===== src/rtl/prt_pkg.sv =====
package prt_pkg;
  localparam int CNT_W   = 16;
  localparam int NBYTES  = CNT_W / 8;
  localparam int ADDR_W  = 3;
  localparam int PRE_W   = 8;

  localparam logic [ADDR_W-1:0] ADDR_CTRL   = 3'd0;
  localparam logic [ADDR_W-1:0] ADDR_IE     = 3'd1;
  localparam logic [ADDR_W-1:0] ADDR_STAT   = 3'd2;
  localparam int                RELOAD_BASE = 3;
  localparam int                COUNT_BASE  = RELOAD_BASE + NBYTES;

  typedef struct packed {
    logic       run;
    logic [1:0] divSel;
    logic       loadReq;
    logic       contMode;
  } prtStrobe_t;

  typedef struct packed {
    logic loaded;
    logic endOfCount;
  } prtEvent_t;
endpackage


===== src/rtl/prt_datapath.sv =====
module prt_datapath
  import prt_pkg::*;
(
  input  logic             clk,
  input  logic             rstN,
  input  prtStrobe_t       strobe,
  input  logic [CNT_W-1:0] reloadVal,
  output prtEvent_t        evt,
  output logic [CNT_W-1:0] count
);
  logic [PRE_W-1:0] preCnt;
  logic [PRE_W-1:0] divLimit;
  logic             tick;
  logic             atOne;

  always_comb begin
    divLimit = PRE_W'((32'd4 << {strobe.divSel, 1'b0}) - 32'd1);
    tick     = strobe.run && (preCnt == divLimit);
    atOne    = (count == CNT_W'(1));
    evt.loaded     = tick && strobe.loadReq;
    evt.endOfCount = tick && !strobe.loadReq && atOne;
  end

  always_ff @(posedge clk) begin
    if (!rstN)                     preCnt <= '0;
    else if (!strobe.run || tick)  preCnt <= '0;
    else                           preCnt <= preCnt + PRE_W'(1);
  end

  always_ff @(posedge clk) begin
    if (!rstN) begin
      count <= '0;
    end else if (tick) begin
      if (strobe.loadReq)  count <= reloadVal;
      else if (atOne)      count <= strobe.contMode ? reloadVal : '0;
      else                 count <= count - CNT_W'(1);
    end
  end

  AST_LOAD_VALUE: assert property (@(posedge clk) disable iff (!rstN)
    evt.loaded |=> count == $past(reloadVal));
  AST_DECREMENT: assert property (@(posedge clk) disable iff (!rstN)
    (tick && !strobe.loadReq && !atOne) |=> count == $past(count) - CNT_W'(1));
  AST_HOLD_NO_TICK: assert property (@(posedge clk) disable iff (!rstN)
    !tick |=> $stable(count));
  AST_TICK_SPACING: assert property (@(posedge clk) disable iff (!rstN)
    tick |=> !tick);
endmodule


===== src/rtl/prt_control.sv =====
module prt_control
  import prt_pkg::*;
(
  input  logic              clk,
  input  logic              rstN,
  input  logic [ADDR_W-1:0] busAddr,
  input  logic              busWrEn,
  input  logic              busRdEn,
  input  logic [7:0]        busWrData,
  output logic [7:0]        busRdData,
  output logic              irq,
  input  prtEvent_t         evt,
  input  logic [CNT_W-1:0]  count,
  output prtStrobe_t        strobe,
  output logic [CNT_W-1:0]  reloadVal
);
  logic       enBit, loadPend, contMode, ieBit, eocFlag;
  logic [1:0] divSel;
  logic [7:0] reloadByte [NBYTES];
  logic       ctrlWr, ieWr, statusRd, endEvt;

  assign ctrlWr   = busWrEn && (busAddr == ADDR_CTRL);
  assign ieWr     = busWrEn && (busAddr == ADDR_IE);
  assign statusRd = busRdEn && (busAddr == ADDR_STAT);
  assign endEvt   = evt.endOfCount;

  always_ff @(posedge clk) begin
    if (!rstN) begin
      enBit <= 1'b0; loadPend <= 1'b0; divSel <= 2'b00; contMode <= 1'b0;
    end else if (ctrlWr) begin
      enBit    <= busWrData[0];
      loadPend <= (loadPend && !evt.loaded) || busWrData[1];
      divSel   <= busWrData[3:2];
      contMode <= busWrData[4];
    end else begin
      if (endEvt && !contMode) enBit    <= 1'b0;
      if (evt.loaded)          loadPend <= 1'b0;
    end
  end

  always_ff @(posedge clk) begin
    if (!rstN)      ieBit <= 1'b0;
    else if (ieWr)  ieBit <= busWrData[0];
  end

  always_ff @(posedge clk) begin
    if (!rstN)         eocFlag <= 1'b0;
    else if (endEvt)   eocFlag <= 1'b1;
    else if (statusRd) eocFlag <= 1'b0;
  end

  for (genvar i = 0; i < NBYTES; i++) begin : g_reload
    always_ff @(posedge clk) begin
      if (!rstN)
        reloadByte[i] <= '0;
      else if (busWrEn && (busAddr == ADDR_W'(RELOAD_BASE + i)))
        reloadByte[i] <= busWrData;
    end
    assign reloadVal[8*i +: 8] = reloadByte[i];
  end

  always_comb begin
    busRdData = 8'h00;
    case (busAddr)
      ADDR_CTRL: busRdData = {3'b000, contMode, divSel, loadPend, enBit};
      ADDR_IE:   busRdData = {7'b0, ieBit};
      ADDR_STAT: busRdData = {7'b0, eocFlag};
      default: begin
        for (int i = 0; i < NBYTES; i++) begin
          if (busAddr == ADDR_W'(RELOAD_BASE + i)) busRdData = reloadByte[i];
          if (busAddr == ADDR_W'(COUNT_BASE + i))  busRdData = count[8*i +: 8];
        end
      end
    endcase
  end

  assign strobe = '{run: enBit, divSel: divSel, loadReq: loadPend, contMode: contMode};
  assign irq    = eocFlag && ieBit;

  AST_FLAG_SOURCE: assert property (@(posedge clk) disable iff (!rstN)
    $rose(eocFlag) |-> $past(endEvt));
  AST_FLAG_SET: assert property (@(posedge clk) disable iff (!rstN)
    endEvt |=> eocFlag);
  AST_READ_CLEAR: assert property (@(posedge clk) disable iff (!rstN)
    (statusRd && !endEvt) |=> !eocFlag);
  AST_SINGLE_STOP: assert property (@(posedge clk) disable iff (!rstN)
    (endEvt && !contMode && !ctrlWr) |=> !enBit);
  AST_CONT_RUN: assert property (@(posedge clk) disable iff (!rstN)
    (endEvt && contMode && !ctrlWr) |=> enBit);
  AST_LOAD_SELFCLR: assert property (@(posedge clk) disable iff (!rstN)
    (evt.loaded && !(ctrlWr && busWrData[1])) |=> !loadPend);
endmodule


===== src/rtl/prt_timer.sv =====
module prt_timer
  import prt_pkg::*;
(
  input  logic              clk,
  input  logic              rstN,
  input  logic [ADDR_W-1:0] busAddr,
  input  logic              busWrEn,
  input  logic              busRdEn,
  input  logic [7:0]        busWrData,
  output logic [7:0]        busRdData,
  output logic              irq
);
  prtStrobe_t       strobe;
  prtEvent_t        evt;
  logic [CNT_W-1:0] count;
  logic [CNT_W-1:0] reloadVal;

  prt_control u_ctrl (
    .clk(clk), .rstN(rstN), .busAddr(busAddr), .busWrEn(busWrEn),
    .busRdEn(busRdEn), .busWrData(busWrData), .busRdData(busRdData),
    .irq(irq), .evt(evt), .count(count), .strobe(strobe), .reloadVal(reloadVal)
  );

  prt_datapath u_dp (
    .clk(clk), .rstN(rstN), .strobe(strobe), .reloadVal(reloadVal),
    .evt(evt), .count(count)
  );

  AST_IRQ_NEEDS_FLAG: assert property (@(posedge clk) disable iff (!rstN)
    $rose(irq) |-> $past(evt.endOfCount) || $past(busWrEn && busAddr == ADDR_IE));
endmodule


===== config.mk =====
export PLATFORM = sky130hd
export DESIGN_NAME = prt_timer
export DESIGN_NICKNAME = d
export VERILOG_FILES = /design/src/rtl/prt_pkg.sv /design/src/rtl/prt_datapath.sv /design/src/rtl/prt_control.sv /design/src/rtl/prt_timer.sv
export SDC_FILE = /design/constraint.sdc
export NUM_CORES = 1
export LEC_CHECK = 0
export ABC_AREA = 1
export CORE_ASPECT_RATIO = 1.75
export CORE_MARGIN = 3
export CORE_UTILIZATION = 59
export DETAILED_ROUTE_END_ITERATION = 10
export PLACE_DENSITY_LB_ADDON = 0.12
export SLEW_MARGIN = 20
export SYNTH_ARGS = -nofsm -noshare
export SYNTH_HDL_FRONTEND = slang
export SYNTH_HIERARCHICAL = 1
export SYNTH_SLANG_ARGS = --single-unit
export TNS_END_PERCENT = 100

===== constraint.sdc =====
create_clock -name clk -period 2.6 [get_ports clk]
set_input_delay 0.52 -clock clk [delete_from_list [all_inputs] [get_ports clk]]
set_output_delay 0.52 -clock clk [all_outputs]
set_load 0.05 [all_outputs]

==> metrics.log <==
[metrics] result of the run: completed
[metrics] share of the synthesized area in the top cell type: between 10% and 20%
[metrics] Period Utilization, post-route: 95.3%
[metrics] maximum number of pins on one net before global-route repair: 21
[metrics] aggregate global-route resource usage: 30.8%
[metrics] remaining global-route overflow: 0
[metrics] Setup TNS Final: 0 ns
[metrics] die outline width: between 60 and 70 um
[metrics] Pins Over Slew Limit: 0
[metrics] setup repair after global routing missed its margin: false
[metrics] relative slew slack: between 60% and 70%
[metrics] Diodes inserted: 0
[metrics] final weighted congestion in routability-driven placement: around 1.0
[metrics] clk sink count: 47
[metrics] net switching power figure: 0.396 mW
[metrics] Hold Slack: 0.472 ns
[metrics] final count of hold timing violations: 0
[metrics] data required time at the worst endpoint: around 2.1 ns
[metrics] worst-case register-to-register setup slack: between 0.5 and 0.6 ns
[metrics] H-tree levels: 2
[metrics] number of input and output port buffers inserted: 23
[metrics] number of unique standard cell types used by synthesis: 33
[metrics] Antenna Violating Nets Remaining: 0
[metrics] first drt pass iteration count: 5
[metrics] leading cell types in the layout, fill and taps excluded: sky130_fd_sc_hd__nand2_1, sky130_fd_sc_hd__nor2_1, sky130_fd_sc_hd__inv_1, sky130_fd_sc_hd__nand4_1, sky130_fd_sc_hd__dfxtp_1
[metrics] top cells by area in the synthesized netlist: sky130_fd_sc_hd__dfxtp_1, sky130_fd_sc_hd__nand2_1, sky130_fd_sc_hd__edfxtp_1, sky130_fd_sc_hd__nor2_1, sky130_fd_sc_hd__nand4_1
[metrics] critical register-to-register path startpoint: u_ctrl/divSel[1]
[metrics] detailed-route wire length: 9580 um
[metrics] wire length of the first global-routing pass: between 15000 and 20000 um
[metrics] most common cell after layout, fill and taps aside: sky130_fd_sc_hd__nand2_1
[metrics] power share of the clock group: approximately a third
[metrics] die extent in y: about 110 um
[metrics] switching share of power: 25.7%
[metrics] max-cap viol count: 0
[metrics] # rows: 35
[metrics] clock root buffer: sky130_fd_sc_hd__clkbuf_8
[metrics] Power Internal: about 1.1 mW
[metrics] initial antenna violation count: 0
[metrics] post-synthesis to final-layout area growth: 15.6%
[metrics] Post-Layout Inst Area: about 3900 um^2
[metrics] Period minus WS final: roughly 2.5 ns
[metrics] DRC: 0
[metrics] hold-critical path depth: 1
[metrics] half-perimeter wire length after detailed placement: between 7000 and 8000 um
[metrics] actual slew at the worst max-slew pin: about 0.59 ns
[metrics] critical path start-end classification: in2out
[metrics] endpoint of the worst-slack reg-to-reg timing path: u_ctrl/enBit
[metrics] Critical path origin: busAddr[1]
[metrics] fraction of layout cells with a size suffix above 1: about an eighth
[metrics] Leakage: between 1.5 and 2 nW
[metrics] Die Area: between 6000 and 7000 um^2
[metrics] final non-filler cell total: approximately 620
[metrics] DP Cell Count: between 600 and 700
[metrics] Synth Cell Area: 3330 um^2
[metrics] vias in the first global route: between 3000 and 4000
[metrics] number of nets in the layout: roughly 560
[metrics] placed cell areas: ~3700 um^2
[metrics] data arrival time of the critical path: about 2.0 ns
[metrics] routed vias: approximately 3500
[metrics] area leader, netlist: sky130_fd_sc_hd__dfxtp_1
[metrics] worst clock skew: 0.0102 ns
[metrics] final routed wire length divided by cell count: about 16 um
[metrics] Max IR drop VDD: 370 uV
[metrics] count of hold-fix buffers inserted at cts: 0
[metrics] iteration-0 DRC count of the detailed router: roughly 290
[metrics] Highest Clock Rate: 0.404 GHz
[metrics] Sequential Power Share: between 50 and 60%
[metrics] Clk Latency, worst-skew pair: 0.30 ns
[metrics] routed via count divided by cell count: about 5.6
[metrics] placeable core area: roughly 5400 um^2
[metrics] worst hold-check path type: reg2reg
[metrics] final setup violating endpoints: 0
[metrics] clock transition at the register clock pins on the worst setup and hold paths after CTS: approximately 0.080 ns
[metrics] gate count after technology mapping: 514
[metrics] Synth Area per Inst: between 6 and 7 um^2
[metrics] post-synthesis net count: approximately 530
[metrics] Yosys Warn Count: 6
[metrics] Worst Path Max Fanout: 10
[metrics] Comb pwr share: 13.2%
[metrics] portion of the post-synthesis area used by sequential elements: between 30% and 40%
[metrics] I/O pin count: 24
[metrics] cell area power density: ~400 nW/um^2
[metrics] Worst Min Path Start: u_dp/preCnt[0]
[metrics] Register-to-Register Path Depth: 16
[metrics] register bit count reported by yosys: 47
[metrics] kind of end point of the critical path: primary output
[metrics] clock tree from TritonCTS: built
[metrics] nature of the critical path startpoint: input pin
[metrics] terminating pin of the worst hold path: u_dp/preCnt[0]
[metrics] total clock buffers created by CTS: 5
[metrics] maximum root-to-sink buffer count: 2
[metrics] Initial Utilization: ~62%
-- synthesized netlist by cell type, drive strengths merged --
cell and number:
nor2 111, nand4 50, a21oi 20, inv 67
xnor2 3, edfxtp 16, nor3b 3, buf 12
ha 4, o21bai 1, nand3b 1, nand2 143
dfxtp 31, nor3 1, or2 1, o21ai 8
nand3 32, xor2 4, clkbuf 6
-- registers in the layout, indices dropped and copies added (netlist names) --
| signal | flops |
|---|---|
| u_ctrl/loadPend | 1 |
| u_ctrl/ieBit | 1 |
| u_ctrl/divSel | 2 |
| u_ctrl/reloadByte | 16 |
| u_ctrl/eocFlag | 1 |
| u_dp/preCnt | 8 |
| u_ctrl/contMode | 1 |
| u_dp/count | 16 |
| u_ctrl/enBit | 1 |
-- area by class of cell --
class	count	area [um^2]
multi-input combinational	382	1860
fill	484	1540
sequential	47	1100
timing repair buffer	39	433
inverter	67	254
tap	74	92.6
clock buffer	7	76.3
clock inverter	1	30.0
-- how the worst max path moves through the flow --
| stage | to | slack, ns | cells after the start |
|---|---|---|---|
| CTS | busRdData[1] | 0.03 | 7 |
| global route | busRdData[1] | 0.03 | 6 |
| global placement | busRdData[7] | 0.08 | 7 |
| finish | busRdData[1] | 0.12 | 7 |
| detailed placement | busRdData[7] | 0.03 | 7 |
| floorplan | busRdData[6] | 0.42 | 6 |
-- worst max-delay path, stage by stage --
cell and delay (ns):
sky130_fd_sc_hd__clkdlybuf4s50_1 0.52, sky130_fd_sc_hd__inv_2 0.20, sky130_fd_sc_hd__nand2_2 0.12, sky130_fd_sc_hd__nor2_4 0.18
sky130_fd_sc_hd__nand2_1 0.08, sky130_fd_sc_hd__nand4_1 0.17, sky130_fd_sc_hd__buf_12 0.16
-- cells by family after synthesis --
group	share of synthesized area [%]
AND/OR/NAND/NOR	47.2
AO/OA/AOI/OAI	5.44
XOR/XNOR	1.84
buffers and inverters	11.0
flip-flops	33.0
adder cells (fa/ha/maj)	1.50
-- power by group through the flow --
| stage | Combinational, mW | Sequential [mW] | Clock, mW |
|---|---|---|---|
| after global placement | 0.200 | 0.820 | 0 |
| final | 0.204 | 0.804 | 0.534 |
| after detailed placement | 0.202 | 0.821 | 0 |
| after CTS | 0.203 | 0.804 | 0.548 |
| after global routing | 0.218 | 0.806 | 0.572 |
| after floorplan | 0.112 | 0.808 | 0 |
-- routing by layer --
metal / global-route usage, % / part of all wire, %
met5: 0 / 0
met4: 17.1 / 5.3
met3: 3.30 / 5.3
met2: 57.1 / 53
met1: 33.3 / 37
-- metrics by stage --
stage	power, mW	setup WS, ns	util, %
after floorplan	0.920	0.418	-
after global placement	1.02	0.0836	69.5
after detailed placement	1.02	0.0301	69.5
after CTS	1.55	0.0315	71.5
after global routing	1.60	0.0301	71.5
final	1.54	0.123	71.5
-- timing repair --
action,in CTS,in global routing
setup endpoints to repair,0,7
gates resized for setup,0,2
buffers inserted,0,0
Note: power is estimated with default switching activity, not from simulation.
